### config.mk
export PLATFORM = sky130hd
export DESIGN_NAME = irq_dispatch
export DESIGN_NICKNAME = d
export VERILOG_FILES = /design/src/rtl/irq_dispatch.sv
export SDC_FILE = /design/constraint.sdc
export NUM_CORES = 1
export LEC_CHECK = 0
export CORE_AREA = 8 8 331 333
export CTS_BUF_LIST = sky130_fd_sc_hd__clkbuf_8
export CTS_CLUSTER_DIAMETER = 60
export DETAILED_ROUTE_END_ITERATION = 10
export DIE_AREA = 0 0 339 341
export PLACE_DENSITY = 0.56
export SYNTH_ARGS = -nofsm -noshare
export SYNTH_HDL_FRONTEND = slang
export SYNTH_SLANG_ARGS = --single-unit
### constraint.sdc
create_clock -name clk -period 9.8 [get_ports clk]
set_clock_uncertainty 0.15 [all_clocks]
set_input_delay 1.96 -clock clk [delete_from_list [all_inputs] [get_ports clk]]
set_output_delay 1.96 -clock clk [all_outputs]
set_load 0.02 [all_outputs]
### src/rtl/irq_dispatch.sv
module irq_dispatch #(
  parameter int          XLEN        = 32,
  parameter int          NUM_INT     = 32,
  parameter int          NLEVEL      = 6,
  parameter bit          RELOC_EN    = 1'b1,
  parameter bit          HAS_DEPC    = 1'b1,
  parameter logic [31:0] DEF_VECBASE = 32'h4000_0000,
  parameter logic [31:0] L1_CAUSE    = 32'd4,
  parameter logic [31:0] OFF_LVL     = 32'h180,
  parameter logic [31:0] LVL_STEP    = 32'h20,
  parameter logic [31:0] OFF_KERNEL  = 32'h300,
  parameter logic [31:0] OFF_USER    = 32'h340,
  parameter logic [31:0] OFF_DOUBLE  = 32'h3C0
) (
  input  logic                          clk,
  input  logic                          rst_n,
  input  logic [3:0]                    irq_level,
  input  logic [NUM_INT-1:0]            int_set,
  input  logic [NUM_INT-1:0]            int_enable,
  input  logic [(NLEVEL+1)*NUM_INT-1:0] level_mask,
  input  logic [XLEN-1:0]               pc_in,
  input  logic [XLEN-1:0]               ps_in,
  input  logic [XLEN-1:0]               vecbase,
  output logic                          taken,
  output logic [XLEN-1:0]               pc_out,
  output logic [XLEN-1:0]               ps_out,
  output logic [XLEN-1:0]               cause_out,
  output logic [NLEVEL*XLEN-1:0]        epc_out,
  output logic [(NLEVEL-1)*XLEN-1:0]    eps_out,
  output logic [XLEN-1:0]               depc_out
);
  localparam int EXCM = 4;
  localparam int UM   = 5;

  logic [NUM_INT-1:0] sel_mask;
  logic [XLEN-1:0]    vec_off, base, ps_take;
  logic               lvl_ok, take, hi, excm;
  logic [XLEN-1:0]    epc_q [1:NLEVEL];
  logic [XLEN-1:0]    eps_q [2:NLEVEL];

  always_comb begin
    sel_mask = '0;
    for (int l = 0; l <= NLEVEL; l++)
      if (32'(irq_level) == l) sel_mask = level_mask[l*NUM_INT +: NUM_INT];
  end

  assign lvl_ok = (irq_level > ps_in[3:0]) && (32'(irq_level) <= NLEVEL);
  assign take   = lvl_ok && |(sel_mask & int_set & int_enable);
  assign hi     = irq_level > 4'd1;
  assign excm   = ps_in[EXCM];
  assign base   = RELOC_EN ? vecbase : XLEN'(DEF_VECBASE);

  always_comb begin
    if (hi)             vec_off = XLEN'(OFF_LVL + 32'(irq_level) * LVL_STEP);
    else if (excm)      vec_off = XLEN'(OFF_DOUBLE);
    else if (ps_in[UM]) vec_off = XLEN'(OFF_USER);
    else                vec_off = XLEN'(OFF_KERNEL);
  end

  always_comb begin
    ps_take = ps_in;
    ps_take[EXCM] = 1'b1;
    if (hi) ps_take[3:0] = irq_level;
  end

  always_ff @(posedge clk) begin
    if (!rst_n) begin
      taken     <= 1'b0;
      pc_out    <= '0;
      ps_out    <= '0;
      cause_out <= '0;
      depc_out  <= '0;
      for (int l = 1; l <= NLEVEL; l++) epc_q[l] <= '0;
      for (int l = 2; l <= NLEVEL; l++) eps_q[l] <= '0;
    end else begin
      taken <= take;
      if (take) begin
        pc_out <= base + vec_off;
        ps_out <= ps_take;
        if (hi) begin
          for (int l = 2; l <= NLEVEL; l++)
            if (32'(irq_level) == l) begin
              epc_q[l] <= pc_in;
              eps_q[l] <= ps_in;
            end
        end else begin
          cause_out <= XLEN'(L1_CAUSE);
          if (excm && HAS_DEPC) depc_out <= pc_in;
          else                  epc_q[1] <= pc_in;
        end
      end else begin
        pc_out <= pc_in;
        ps_out <= ps_in;
      end
    end
  end

  for (genvar g = 1; g <= NLEVEL; g++) begin : g_epc
    assign epc_out[(g-1)*XLEN +: XLEN] = epc_q[g];
  end
  for (genvar g = 2; g <= NLEVEL; g++) begin : g_eps
    assign eps_out[(g-2)*XLEN +: XLEN] = eps_q[g];
  end
endmodule

* Yosys cells after proc, flatten, opt, wreduce, memory -nomap -nowiden
Memory sizes are Yosys's and may differ from the RTL's.
Index checks and enable logic that the tools add are counted.
** Cells by class
- Order comparisons :: 3
- Add/sub/neg operators :: 2
- Eq/ne operators :: 6
- Bitwise logic cells :: 14
- Multiplexer cells :: 55
- Reductions and logical operators :: 6
** Operators with widths (number)
- 32-bit 2-to-1 mux :: 19
- 32-bit AND :: 2
- 32-bit adder :: 1
- 32-bit OR reduction :: 1
- 1-bit 2-to-1 mux :: 31
- 4-bit by 3-bit == test with 1-bit output (second input constant) :: 3
- 1-bit OR :: 11
- 9-bit by 9-bit adder with 10-bit output (first input constant) :: 1
- 10-bit 2-to-1 mux :: 1
- 4-bit by 2-bit == test with 1-bit output (second input constant) :: 2
- 8-bit 2-to-1 mux :: 1
- 7-bit 2-to-1 mux :: 1
- 5-bit 2-to-1 mux :: 1
- 4-bit by 1-bit == test with 1-bit output (second input constant) :: 1
- 4-bit by 1-bit greater-than comparator with 1-bit output (second input constant) :: 1
- 4-bit greater-than comparator :: 1
- 4-bit by 3-bit less-or-equal comparator with 1-bit output (second input constant) :: 1
- 4-bit zero test :: 1
- 4-bit 2-to-1 mux :: 1
- 3-bit AND reduction :: 1
- 1-bit logical AND :: 2
- 2-bit AND reduction :: 1
- 1-bit inverter :: 1
** Word-level totals
- Logic and storage cells :: 93
- Flip-flop bits (word level) :: 98
- Input bits :: 390
- Output and inout bits :: 481
- Memories :: 2
- Memory bits (writable) :: 352
** Memories
- epc_q :: words 6, bits a word 32, rd ports 6, clocked after memory_dff 0, wr ports 6, RTL line 38 : logic [XLEN-1:0] epc_q [1:NLEVEL];
- eps_q :: words 5, bits a word 32, rd ports 5, clocked after memory_dff 0, wr ports 5, RTL line 39 : logic [XLEN-1:0] eps_q [2:NLEVEL];

* Depth between registers and ports, before layout
- Word-level depth :: 16
- Gate-level depth with buffers :: 19
- Gate-level depth less buffers :: 17

* Worst setup path after synthesis
Ideal clock, no wire load.
- Path kind :: input-to-reg
- From :: input port irq_level[0]
- To :: register, netlist name epc_q[0][128]
- Path buffers :: 7
- Library setup time :: 574 ps
- Setup slack :: 113 ps
- Cell stages on the path :: 15
- Data required time :: 9076 ps
- Arrival :: 8963 ps
- Cell sequence :: buf_2 > inv_2 > clkbuf_1 > clkbuf_1 > clkbuf_1 > clkbuf_1 > ha_1 > nand4_1 > o21ai_0 > a21oi_1 > nand2_1 > a21o_1 > buf_2 > buf_6 > o21ai_0
** RTL lines
- from (decl) :: RTL line 17 : input logic [3:0] irq_level,

==> out/metrics.cfg <==
[yosys]
synth_area_leaders = edfxtp_1 52%, dfxtp_1 9.6%, mux2i_1 4.5%
synth_compound_gate_area_share_pct = 6.81
synth_top_cell_by_area = edfxtp_1
ys_warn_count = 0
async_reset_ff_share_pct = 0
avgSynthCellArea_um2 = 11.5
synth_top_family_by_area = simple AND/OR/NAND/NOR gates
yosysTopAreaCellShare_pct = 52.0
synthCells = 1776
synth-main-ff-cell = edfxtp_1
yosys_register_bits = 450
synthMuxAreaShare_pct = 5.41
synth_edf_count = 352
yosys.area_share.simple_pct = 18.4
synth_cell_types = 71
ys_seq_area_share_pct = 61.6
mappedNetlistArea_um2 = 20300
synth_fa_ha_area_share_pct = 0.837
synth-xor-area-share_pct = 1.03

[finish]
register_area_um2 = 12500
stdcell_area_um2 = 31800
multi_input_area_um2 = 6910
fillCellCount = 10702
layout-drive-gt1-share_pct = 7.24
syn_to_final_growth_pct = 56.3
layout.nets = 2982
stdcell_count = 4049

[grt]
overflow = 0
grt_pass1_vias = 18810
grt_pass1_wl_mm = 153
gr-usage-all-layers_pct = 18.5
grt_max_degree = 86
antenna_found_initial = 21

[setup_path]
slowest_delay_ns = 0.97
cp_top_family = buffers and inverters
worst_setup_path_start_kind = input pin
crit_type = in -> reg
end_kind = register
timing.reg2reg.setup_slack_ns = 9.03
cp.required_ns = 9.99
cp_data_arrival_time_ns = 7.66
worst_path_max_delay_cell = and3b_2
cp.buffers_inverters = 4
cp_cell_sequence = clkdlybuf4s50_1, inv_1, ha_2, and3b_2, nand2_1, o21ai_0, o2111ai_1, nand2_1, o21ai_4, buf_4, o21ai_4, buf_4
critPathMaxFanout = 63

[sta]
setup_ws_ns = 2.33
worst_pin_slew_ns = 1.23
hold_viol = 0
max_slew_margin_pct = 18.3
rsz0062_at_grt = false
setup_viol = 0
slew_viol_final = 0
fin_crit_sh_pct = 76.3
max_freq_mhz = 134
fin_crit_ns = 7.47
fin_setup_tns_ns = 0

[detailed_routing]
routed_wl_mm = 113
drt_iter0_markers = 1797
via_per_inst = 4.53
drc = 0
wl_per_cell_um = 27.8
postRouteAntennaNets = 0
via_count = 18330
first_pass_iters = 5

[die]
rows = 119
start_util_pct = 19.5
dieArea_um2 = 116000
die_y_um = 341
dieWidth_um = 339
core_um2 = 104000
io-pin-count = 871

[clock_tree]
clk_latency_ns = 0.73
clkTransAtPathRegs_ns = 0.05
root_buffer = clkbuf_8
clk_path_buf_depth = 3
ctsHoldBuffers = 0
cts_num_sinks = 450
h-tree-depth = 3
cts_resized = 0
postCtsSetupBuffers = 0
cts_tree = yes
cts_inserted_buffers = 84

[placed_design]
pre_cts_ws_ns = 1.61
port_buffers = 839
dp.cells = 3884
dp_hpwl_mm = 84.3
dpl_cell_area_um2 = 30100
gp_congestion = 0.935

[power]
finalPower_mw = 5.06
ir_drop_mv = 0.0971
p_per_area_nw_per_um2 = 159
p_leak_nw = 11.3
comb_power_share_pct = 19.5
p_sw_share_pct = 29.6
p_sw_mw = 1.50
p_seq_share_pct = 43.5
clockPowerShare_pct = 37.1
p_int_mw = 3.56

[hold_path]
hold_class = reg -> reg

[run_status]
status = finished, final reports clean

[run]
maxCapViolCount = 0

[power by group through the flow]
| stage | registers [mW] | clock network [mW] | logic [mW] |
|---|---|---|---|
| floorplan | 2.39 | 0 | 0.260 |
| global placement | 2.24 | 0 | 0.996 |
| detailed placement | 2.24 | 0 | 0.996 |
| CTS | 2.20 | 1.94 | 0.999 |
| global route | 2.21 | 2.01 | 1.04 |
| finish | 2.20 | 1.88 | 0.986 |
[cell families (layout without fill, tap and decap cells)]
| kind of cell | count (synthesis) | in the layout |
|---|---|---|
| compound gates | 202 | 202 |
| simple gates | 740 | 740 |
| xor+xnor | 24 | 24 |
| buf+inv | 245 | 1090 |
| mux | 101 | 101 |
| fa+ha+maj | 13 | 13 |
| other cells | 1 | 38 |
| flops | 450 | 450 |
[per-stage QoR]
| step | hold WS (ns) | util (%) |
|---|---|---|
| floorplan | 0.383 | - |
| detailed placement | 0.294 | 28.8 |
| global route | 0.324 | 30.4 |
| CTS | 0.306 | 30.4 |
| global placement | 0.286 | 28.8 |
| finish | 0.307 | 30.5 |
[routing by layer]
metal,global-route usage (%),share of wire (%),vias to the layer above
li1,-,-,8143
met5,0,0.075,-
met4,5.46,2.4,16
met3,7.04,11,158
met1,23.9,42,8972
met2,28.7,45,1041
[sequential cells by signal, indices dropped and copies added, names as in the netlist]
signal and cells:
taken 1, cause_out 1, depc_out 32, eps_q 160, pc_out 32, ps_out 32
epc_q 192
[cells in the final DEF (no fill, tap or decap), drive strengths merged, types with 7 or more instances in the layout]
master,Yosys,routed
xnor2,18,18
buf,104,37
o221ai,9,9
o2111ai,14,14
nor2,103,103
o21a,7,7
nor2b,14,14
ha,12,12
nand2b,14,14
o21ai,36,36
mux4,7,7
inv,58,93
clkbuf,82,97
nand2,171,171
nor4,50,50
nand4,8,8
edfxtp,352,352
conb,1,31
dfxtp,98,98
diode,0,7
clkinv,1,22
a31oi,7,7
o211ai,29,29
clkdlybuf4s50,0,836
a21oi,47,47
mux2i,92,92
nand3,108,108
nor3,139,139
and4,29,29
and3,77,77
nand3b,8,8
[cell usage after synthesis (all sizes together) (4+ instances only)]
cell type / count
edfxtp: 352
nand2: 171
nor3: 139
nand3: 108
buf: 104
nor2: 103
dfxtp: 98
mux2i: 92
clkbuf: 82
and3: 77
inv: 58
nor4: 50
a21oi: 47
o21ai: 36
and4: 29
o211ai: 29
xnor2: 18
nand2b: 14
nor2b: 14
o2111ai: 14
ha: 12
o221ai: 9
nand3b: 8
nand4: 8
a31oi: 7
mux4: 7
o21a: 7
a21o: 6
a22oi: 6
o22ai: 6
xor2: 6
o211a: 4
[cell type report]
cell class	count	share of cell area (%)
repair buffers	873	27.2
multi-input cells	1111	21.7
flip-flops and latches	450	39.4
inverters	59	0.697
diodes	7	0.0551
clock inverters	61	1.21
clock buffers	97	4.20
well taps	1391	5.47
[worst register-to-register path: cells and delay by family, from the launching register on]
kind          cells  cell delay (ns)
flops             1             0.34
simple gates      1             0.05
mux               1             0.15
[worst paths after layout]
| path | to | depth (start not counted) | from |
|---|---|---|---|
| setup / recovery | epc_q[0][103]$_SDFFCE_PN0P_ | 12 | irq_level[3] |
| hold / removal | cause_out[2]$_SDFFE_PN0P_ | 2 | cause_out[2]$_SDFFE_PN0P_ |
| setup reg to reg | depc_out[8]$_SDFFE_PN0P_ | 2 | depc_out[8]$_SDFFE_PN0P_ |
| hold reg to reg | cause_out[2]$_SDFFE_PN0P_ | 2 | cause_out[2]$_SDFFE_PN0P_ |
Power figures use the tool's default switching activity.
